## src/rtl/branch_ring_pkg.sv

```systemverilog
package branch_ring_pkg;
  typedef enum logic [2:0] {
    BC_COND  = 3'd0,
    BC_RCALL = 3'd1,
    BC_ICALL = 3'd2,
    BC_NRET  = 3'd3,
    BC_IJMP  = 3'd4,
    BC_RJMP  = 3'd5,
    BC_FAR   = 3'd6,
    BC_OTHER = 3'd7
  } br_class_e;

  localparam int NCLS       = 7;
  localparam int SEL_W      = 10;
  localparam int SEL_KERN   = 0;
  localparam int SEL_USER   = 1;
  localparam int SEL_CLASS0 = 2;
  localparam int SEL_CS     = 9;

  localparam logic [1:0] REG_CTRL = 2'd0;
  localparam logic [1:0] REG_SEL  = 2'd1;
  localparam logic [1:0] REG_CLR  = 2'd2;

  localparam int CTRL_EN  = 0;
  localparam int CTRL_ARM = 1;
  localparam int CTRL_FRZ = 2;

  localparam int NFLAG = 3;
endpackage

```

## src/rtl/branch_ring_filter.sv

```systemverilog
module branch_ring_filter
  import branch_ring_pkg::*;
(
  input  logic             ev_valid,
  input  logic [2:0]       ev_class,
  input  logic             ev_tgt_kernel,
  input  logic [SEL_W-1:0] sel,
  input  logic             rec_on,
  input  logic             stack_nonempty,
  output logic             push,
  output logic             pop
);
  logic [NCLS-1:0] class_hit;
  logic priv_sup, accept, cs_mode, is_call, is_ret;

  for (genvar g = 0; g < NCLS; g++) begin : g_cls
    assign class_hit[g] = (ev_class == 3'(g)) & sel[SEL_CLASS0 + g];
  end

  always_comb begin
    priv_sup = ev_tgt_kernel ? sel[SEL_KERN] : sel[SEL_USER];
    accept   = ev_valid & rec_on & ~priv_sup & ~(|class_hit);
    cs_mode  = sel[SEL_CS];
    is_call  = (ev_class == BC_RCALL) || (ev_class == BC_ICALL);
    is_ret   = (ev_class == BC_NRET);
    push     = accept & (cs_mode ? is_call : 1'b1);
    pop      = accept & cs_mode & is_ret & stack_nonempty;
  end
endmodule

```

## src/rtl/branch_ring_tos.sv

```systemverilog
module branch_ring_tos #(
  parameter int DEPTH = 8,
  localparam int PTR_W = $clog2(DEPTH),
  localparam int CNT_W = PTR_W + 1
) (
  input  logic             clk,
  input  logic             rst,
  input  logic             push,
  input  logic             pop,
  input  logic             clear,
  output logic [PTR_W-1:0] tos,
  output logic [PTR_W-1:0] wr_addr,
  output logic             nonempty
);
  logic [PTR_W-1:0] tos_q;
  logic [CNT_W-1:0] cnt_q, cnt_base;

  assign cnt_base = clear ? '0 : cnt_q;

  always_ff @(posedge clk) begin
    if (rst) begin
      tos_q <= '0;
      cnt_q <= '0;
    end else begin
      if (push)     tos_q <= PTR_W'(tos_q + 1'b1);
      else if (pop) tos_q <= PTR_W'(tos_q - 1'b1);
      if (push)
        cnt_q <= (cnt_base == CNT_W'(DEPTH)) ? cnt_base : CNT_W'(cnt_base + 1'b1);
      else if (pop && !clear)
        cnt_q <= CNT_W'(cnt_q - 1'b1);
      else
        cnt_q <= cnt_base;
    end
  end

  assign tos      = tos_q;
  assign wr_addr  = PTR_W'(tos_q + 1'b1);
  assign nonempty = (cnt_q != '0);

  AST_PUSH_ADVANCES: assert property (@(posedge clk) disable iff (rst)
    push |=> tos_q == PTR_W'($past(tos_q) + 1'b1));
  AST_POP_RETREATS: assert property (@(posedge clk) disable iff (rst)
    pop |=> tos_q == PTR_W'($past(tos_q) - 1'b1));
  AST_IDLE_HOLDS: assert property (@(posedge clk) disable iff (rst)
    (!push && !pop) |=> $stable(tos_q));
  AST_POP_NONEMPTY: assert property (@(posedge clk) disable iff (rst)
    pop |-> cnt_q != '0);
endmodule

```

## src/rtl/branch_ring_store.sv

```systemverilog
module branch_ring_store #(
  parameter int DEPTH  = 8,
  parameter int DATA_W = 128,
  localparam int PTR_W = $clog2(DEPTH)
) (
  input  logic              clk,
  input  logic              rst,
  input  logic              clear,
  input  logic              wr_en,
  input  logic [PTR_W-1:0]  wr_addr,
  input  logic [DATA_W-1:0] wr_data,
  input  logic [PTR_W-1:0]  rd_addr,
  output logic [DATA_W-1:0] rd_data
);
  logic [DATA_W-1:0] mem [DEPTH];
  logic [DATA_W-1:0] mem_q, byp_d;
  logic [DEPTH-1:0]  valid_q;
  logic              byp_q, vld_q;

  always_ff @(posedge clk) begin
    if (wr_en) mem[wr_addr] <= wr_data;
    mem_q <= mem[rd_addr];
    byp_d <= wr_data;
  end

  always_ff @(posedge clk) begin
    if (rst) begin
      valid_q <= '0;
      byp_q   <= 1'b0;
      vld_q   <= 1'b0;
    end else begin
      if (clear) valid_q <= '0;
      if (wr_en) valid_q[wr_addr] <= 1'b1;
      byp_q <= wr_en && (wr_addr == rd_addr);
      if (wr_en && (wr_addr == rd_addr)) vld_q <= 1'b1;
      else if (clear)                    vld_q <= 1'b0;
      else                               vld_q <= valid_q[rd_addr];
    end
  end

  assign rd_data = !vld_q ? '0 : (byp_q ? byp_d : mem_q);

  AST_CLEAR_READS_ZERO: assert property (@(posedge clk) disable iff (rst)
    (clear && !wr_en) |=> rd_data == '0);
endmodule

```

## src/rtl/branch_ring.sv

```systemverilog
module branch_ring
  import branch_ring_pkg::*;
#(
  parameter int DEPTH  = 8,
  parameter int SLOT_W = 64,
  localparam int PTR_W  = $clog2(DEPTH),
  localparam int ADDR_W = SLOT_W - NFLAG
) (
  input  logic              clk,
  input  logic              rst,
  input  logic              ev_valid,
  input  logic [ADDR_W-1:0] ev_src,
  input  logic [SLOT_W-1:0] ev_dst,
  input  logic [2:0]        ev_class,
  input  logic              ev_tgt_kernel,
  input  logic              ev_mispred,
  input  logic              ev_in_tx,
  input  logic              ev_abort,
  input  logic              pmi,
  input  logic              reg_wr,
  input  logic [1:0]        reg_addr,
  input  logic [SEL_W-1:0]  reg_wdata,
  input  logic [PTR_W-1:0]  rd_idx,
  output logic [SLOT_W-1:0] rd_src_raw,
  output logic [SLOT_W-1:0] rd_src_addr,
  output logic [SLOT_W-1:0] rd_dst,
  output logic              rd_mispred,
  output logic              rd_in_tx,
  output logic              rd_abort,
  output logic [PTR_W-1:0]  tos,
  output logic              frozen
);
  localparam int DATA_W = 2 * SLOT_W;

  if (!(DEPTH == 4 || DEPTH == 8 || DEPTH == 16 || DEPTH == 32)) begin : g_bad_depth
    $error("branch_ring: DEPTH must be 4, 8, 16 or 32");
  end

  logic             enable_q, arm_q, frozen_q;
  logic [SEL_W-1:0] sel_q;
  logic             push, pop, clear, nonempty, rec_on;
  logic [PTR_W-1:0] tos_w, wr_addr, rd_addr;
  logic [DATA_W-1:0] wr_data, rd_data;

  assign clear  = reg_wr && (reg_addr == REG_CLR);
  assign rec_on = enable_q & ~frozen_q;

  always_ff @(posedge clk) begin
    if (rst) begin
      enable_q <= 1'b0;
      arm_q    <= 1'b0;
      frozen_q <= 1'b0;
      sel_q    <= '0;
    end else begin
      if (reg_wr && reg_addr == REG_CTRL) begin
        enable_q <= reg_wdata[CTRL_EN];
        arm_q    <= reg_wdata[CTRL_ARM];
      end
      if (reg_wr && reg_addr == REG_SEL) sel_q <= reg_wdata;
      if (pmi && enable_q && arm_q && !sel_q[SEL_CS])
        frozen_q <= 1'b1;
      else if (reg_wr && reg_addr == REG_CTRL && !reg_wdata[CTRL_FRZ])
        frozen_q <= 1'b0;
    end
  end

  branch_ring_filter u_filter (
    .ev_valid       (ev_valid),
    .ev_class       (ev_class),
    .ev_tgt_kernel  (ev_tgt_kernel),
    .sel            (sel_q),
    .rec_on         (rec_on),
    .stack_nonempty (nonempty),
    .push           (push),
    .pop            (pop)
  );

  branch_ring_tos #(.DEPTH(DEPTH)) u_tos (
    .clk      (clk),
    .rst      (rst),
    .push     (push),
    .pop      (pop),
    .clear    (clear),
    .tos      (tos_w),
    .wr_addr  (wr_addr),
    .nonempty (nonempty)
  );

  assign wr_data = {ev_mispred, ev_in_tx, ev_abort, ev_src, ev_dst};
  assign rd_addr = PTR_W'(tos_w - rd_idx);

  branch_ring_store #(.DEPTH(DEPTH), .DATA_W(DATA_W)) u_store (
    .clk     (clk),
    .rst     (rst),
    .clear   (clear),
    .wr_en   (push),
    .wr_addr (wr_addr),
    .wr_data (wr_data),
    .rd_addr (rd_addr),
    .rd_data (rd_data)
  );

  assign rd_src_raw  = rd_data[DATA_W-1:SLOT_W];
  assign rd_dst      = rd_data[SLOT_W-1:0];
  assign rd_src_addr = {{NFLAG{rd_src_raw[ADDR_W-1]}}, rd_src_raw[ADDR_W-1:0]};
  assign rd_mispred  = rd_src_raw[SLOT_W-1];
  assign rd_in_tx    = rd_src_raw[SLOT_W-2];
  assign rd_abort    = rd_src_raw[SLOT_W-3];
  assign tos         = tos_w;
  assign frozen      = frozen_q;

  AST_FROZEN_HALTS: assert property (@(posedge clk) disable iff (rst)
    frozen_q |-> !(push || pop));
  AST_CS_NO_FREEZE: assert property (@(posedge clk) disable iff (rst)
    $rose(frozen_q) |-> !$past(sel_q[SEL_CS]));
  AST_TGT_PRIV: assert property (@(posedge clk) disable iff (rst)
    (ev_valid && ev_tgt_kernel && sel_q[SEL_KERN]) |-> !(push || pop));
  AST_OFF_IDLE: assert property (@(posedge clk) disable iff (rst)
    !enable_q |-> !(push || pop));
endmodule

```

## config.mk

```make
export PLATFORM = sky130hd
export DESIGN_NAME = branch_ring
export DESIGN_NICKNAME = d
export VERILOG_FILES = /design/src/rtl/branch_ring_pkg.sv /design/src/rtl/branch_ring_filter.sv /design/src/rtl/branch_ring_tos.sv /design/src/rtl/branch_ring_store.sv /design/src/rtl/branch_ring.sv
export SDC_FILE = /design/constraint.sdc
export NUM_CORES = 2
export LEC_CHECK = 0
export ABC_AREA = 1
export BUFFER_PORTS_ARGS = -buffer_cell sky130_fd_sc_hd__buf_2
export CORE_UTILIZATION = 44
export DETAILED_ROUTE_END_ITERATION = 10
export GPL_ROUTABILITY_DRIVEN = 1
export MAX_ROUTING_LAYER = met4
export PLACE_DENSITY = 0.7
export SKIP_LAST_GASP = 1
export SYNTH_ARGS = -nofsm -noshare
export SYNTH_HDL_FRONTEND = slang
export SYNTH_HIERARCHICAL = 1
export SYNTH_SLANG_ARGS = --single-unit
export TNS_END_PERCENT = 1
```

## constraint.sdc

```tcl
create_clock -name clk -period 8.55 [get_ports clk]
set_input_delay 0.4275 -clock clk [delete_from_list [all_inputs] [get_ports clk]]
set_output_delay 0.4275 -clock clk [all_outputs]
set_load 0.005 [all_outputs]
```

==> flow_metrics.tcl <==
set metrics [dict create \
    status "completed" \
    cp-end-kind "output port" \
    syn_area_per_cell_um2 11.8 \
    clk_pin_slew_ns 0.06 \
    power_frac_clock_pct 41.0 \
    yosys.cell_types.count 29 \
    crit_type "reg -> out" \
    die_y_um 336 \
    tightest_slew_ns 1.26 \
    gp_congestion 0.792 \
    io_pins 351 \
    final_common_cell "nor2_1" \
    root_buffer "clkbuf_16" \
    pwr-share-seq_pct 50.3 \
    switching_power_mw 3.39 \
    synthArstFlopShare_pct 0 \
    leakage_nw 21.1 \
    syn_inst 4168 \
    drtIter0Drc 2555 \
    synthFlopType "edfxtp_1" \
    min_path_type "in -> reg" \
    min_period_ns 3.93 \
    fin_skew_ns 0.0251 \
    tritoncts "yes" \
    slew_viol_final 0 \
    grt_util_met1_pct 25.7 \
    wl_per_cell_um 18.9 \
    grt_pass1_wl_um 175000 \
    grt_pass1_vias 30700 \
    antenna_found_initial 7 \
    start_kind "flop" \
    max_freq_mhz 255 \
    max_slew_margin_pct 15.7 \
    design_area_um2 57200 \
    firstDrtPassIters 7 \
    vias_per_cell 5.16 \
    crit_path_start "u_store/byp_q" \
    vias 31600 \
    use_met2_pct 34.8 \
    die_area_um2 113000 \
    ant_nets 0 \
    cts_made_buffers 137 \
    die_w_um 336 \
    drive_above_1_share_pct 13.1 \
    r2r_start "u_tos/tos[0]" \
    arrival_ns 3.50 \
    clk_path_buf_depth 3 \
    maxCapViolations 0 \
    mostFrequentLayoutCells "nor2_1 (1075), edfxtp_1 (1024), o21ai_0 (460)" \
    hold_violations 0 \
    cpMostUsedCell "nor2_1" \
    ir_drop_mv 0.175 \
    critPathMaxStageDelay_ns 0.77 \
    p_comb_share_pct 8.6 \
    syn_nets 4326 \
    core-area_um2 111000 \
    synth_edf_count 1024 \
    grt_overflow 0 \
    route.detailed.drc 0 \
    tns_ns 0 \
    swShare_pct 24.0 \
    yosysWarnings 6 \
    cp_slowest_cell "inv_4" \
    rows 122 \
    dpl_cell_area_um2 51300 \
    p_int_mw 10.8 \
    nets 4672 \
    io_buffer_count 350 \
    worstSkewPairLatency_ns 0.74 \
    required_ns 8.12 \
    met3_usage_pct 3.54 \
    path_cells "inv_4 -> buf_4 -> nor2_1 -> nor2_1 -> buf_2" \
    dp_hpwl_um 58600 \
    p_per_area_nw_per_um2 247 \
    rsz0062_at_grt "no" \
    grt_max_degree 228 \
    area_growth_pct 16.8 \
    grt_usage_pct 20.8 \
    synth_seq_cells 1310 \
    yosysSeqAreaShare_pct 74.5 \
    routed_wl_um 116000 \
    gr-max-usage-layer "met2" \
    netlist_area_um2 49000 \
    min_from "rst" \
    initial_core_util_pct 44.3 \
    finalSetupViolCount 0 \
    post_cts_resized 0 \
    period_share_pct 45.9 \
    cts_sinks 1310 \
    worst-path-max-fanout 67 \
    h-tree-depth 4 \
]
==> registers in the layout, indices dropped and copies added (netlist names) <==
name             count
u_store/byp_q        1
u_store/vld_q        1
u_tos/tos            3
u_store/valid_q      8
u_store/mem       1024
u_store/mem_q      128
frozen               1
u_tos/cnt_q          4
u_store/byp_d      128
sel_q               10
arm_q                1
enable_q             1
==> worst max-delay path: cells and delay by family, from the launching register on <==
family                 cells  cell delay, ns
flip-flops                 1            0.54
AND/OR/NAND/NOR            2            0.45
buffers and inverters      3            1.73
==> area by class of cell <==
| cell class | count | area, um2 |
|---|---|---|
| Antenna cell | 6 | 15.0 |
| Inverter | 54 | 254 |
| Fill cell | 9320 | 53300 |
| Clock inverter | 69 | 688 |
| Clock buffer | 187 | 3770 |
| Timing Repair Buffer | 520 | 3420 |
| Multi-Input combinational cell | 2491 | 10700 |
| Tap cell | 1488 | 1860 |
| Sequential cell | 1310 | 36500 |
==> per-stage QoR <==
step | cells | power, mW | utilization, % | hold WS, ns | setup slack, ns
floorplan | 4168 | 8.00 | - | 0.445 | 1.49
global route | 6125 | 14.7 | 51.8 | 0.0723 | 4.36
detailed placement | 5723 | 8.43 | 46.5 | 0.460 | 4.66
finish | 6125 | 14.1 | 51.8 | 0.0907 | 4.63
CTS | 6119 | 14.3 | 51.8 | 0.0347 | 4.43
global placement | 5723 | 8.40 | 46.5 | 0.460 | 4.71
==> power groups by stage <==
stage / sequential [mW] / clock, mW / combinational (mW)
4_1_cts: 7.12 / 5.92 / 1.23
2_1_floorplan: 7.22 / 0 / 0.787
3_5_place_dp: 7.25 / 0 / 1.17
5_1_grt: 7.13 / 6.15 / 1.38
3_3_place_gp: 7.25 / 0 / 1.15
6_report: 7.12 / 5.80 / 1.22
==> repair_timing <==
| action | 4_1_cts | 5_1_grt |
|---|---|---|
| setup buffers | 0 | 0 |
| hold buffers | 140 | 0 |
| hold endpoints to repair | 1042 | 0 |
==> metal layers <==
layer / vias up / part of all wire (%)
met4: 0 / 2.4
met3: 197 / 6.3
li1: 15000 / -
met1: 15300 / 41
met5: - / 0
met2: 1069 / 50
==> cell usage after synthesis, types with 4 or more instances <==
master    number  area [um2]
buf_1          9        33.8
dfxtp_1      286        5730
nand4_1        5        31.3
nand2_1      434        1630
a21oi_1       16        80.1
inv_1         49         184
o21ai_1      452        2260
buf_2         63         315
buf_4         96         721
nor2_1      1079        4050
edfxtp_1    1024       30700
nand3_1       21         105
ha_1           5        62.6
inv_2          4        15.0
o21ai_0      460        2300
clkbuf_1     143         537
==> cell families (layout without fill, tap and decap cells) <==
group           after synthesis  count (layout)  share of synthesized area, %
buf+inv                     367             830                          3.74
compound gates              933             933                          9.56
xor+xnor                      5               5                        0.0894
simple gates               1547            1547                          12.0
other cells                   0               6                             0
fa+ha+maj                     6               6                         0.169
flops                      1310            1310                          74.5
==> worst paths after layout <==
kind / endpoint / slack (ns) / cells past startpoint
setup reg to reg: u_store/mem_q[42] / 4.69 / 10
setup / recovery: rd_src_addr[3] / 4.63 / 5
hold reg to reg: u_store/valid_q[4] / 0.47 / 2
hold / removal: u_store/valid_q[1] / 0.09 / 2
Power figures use the tool's default switching activity.
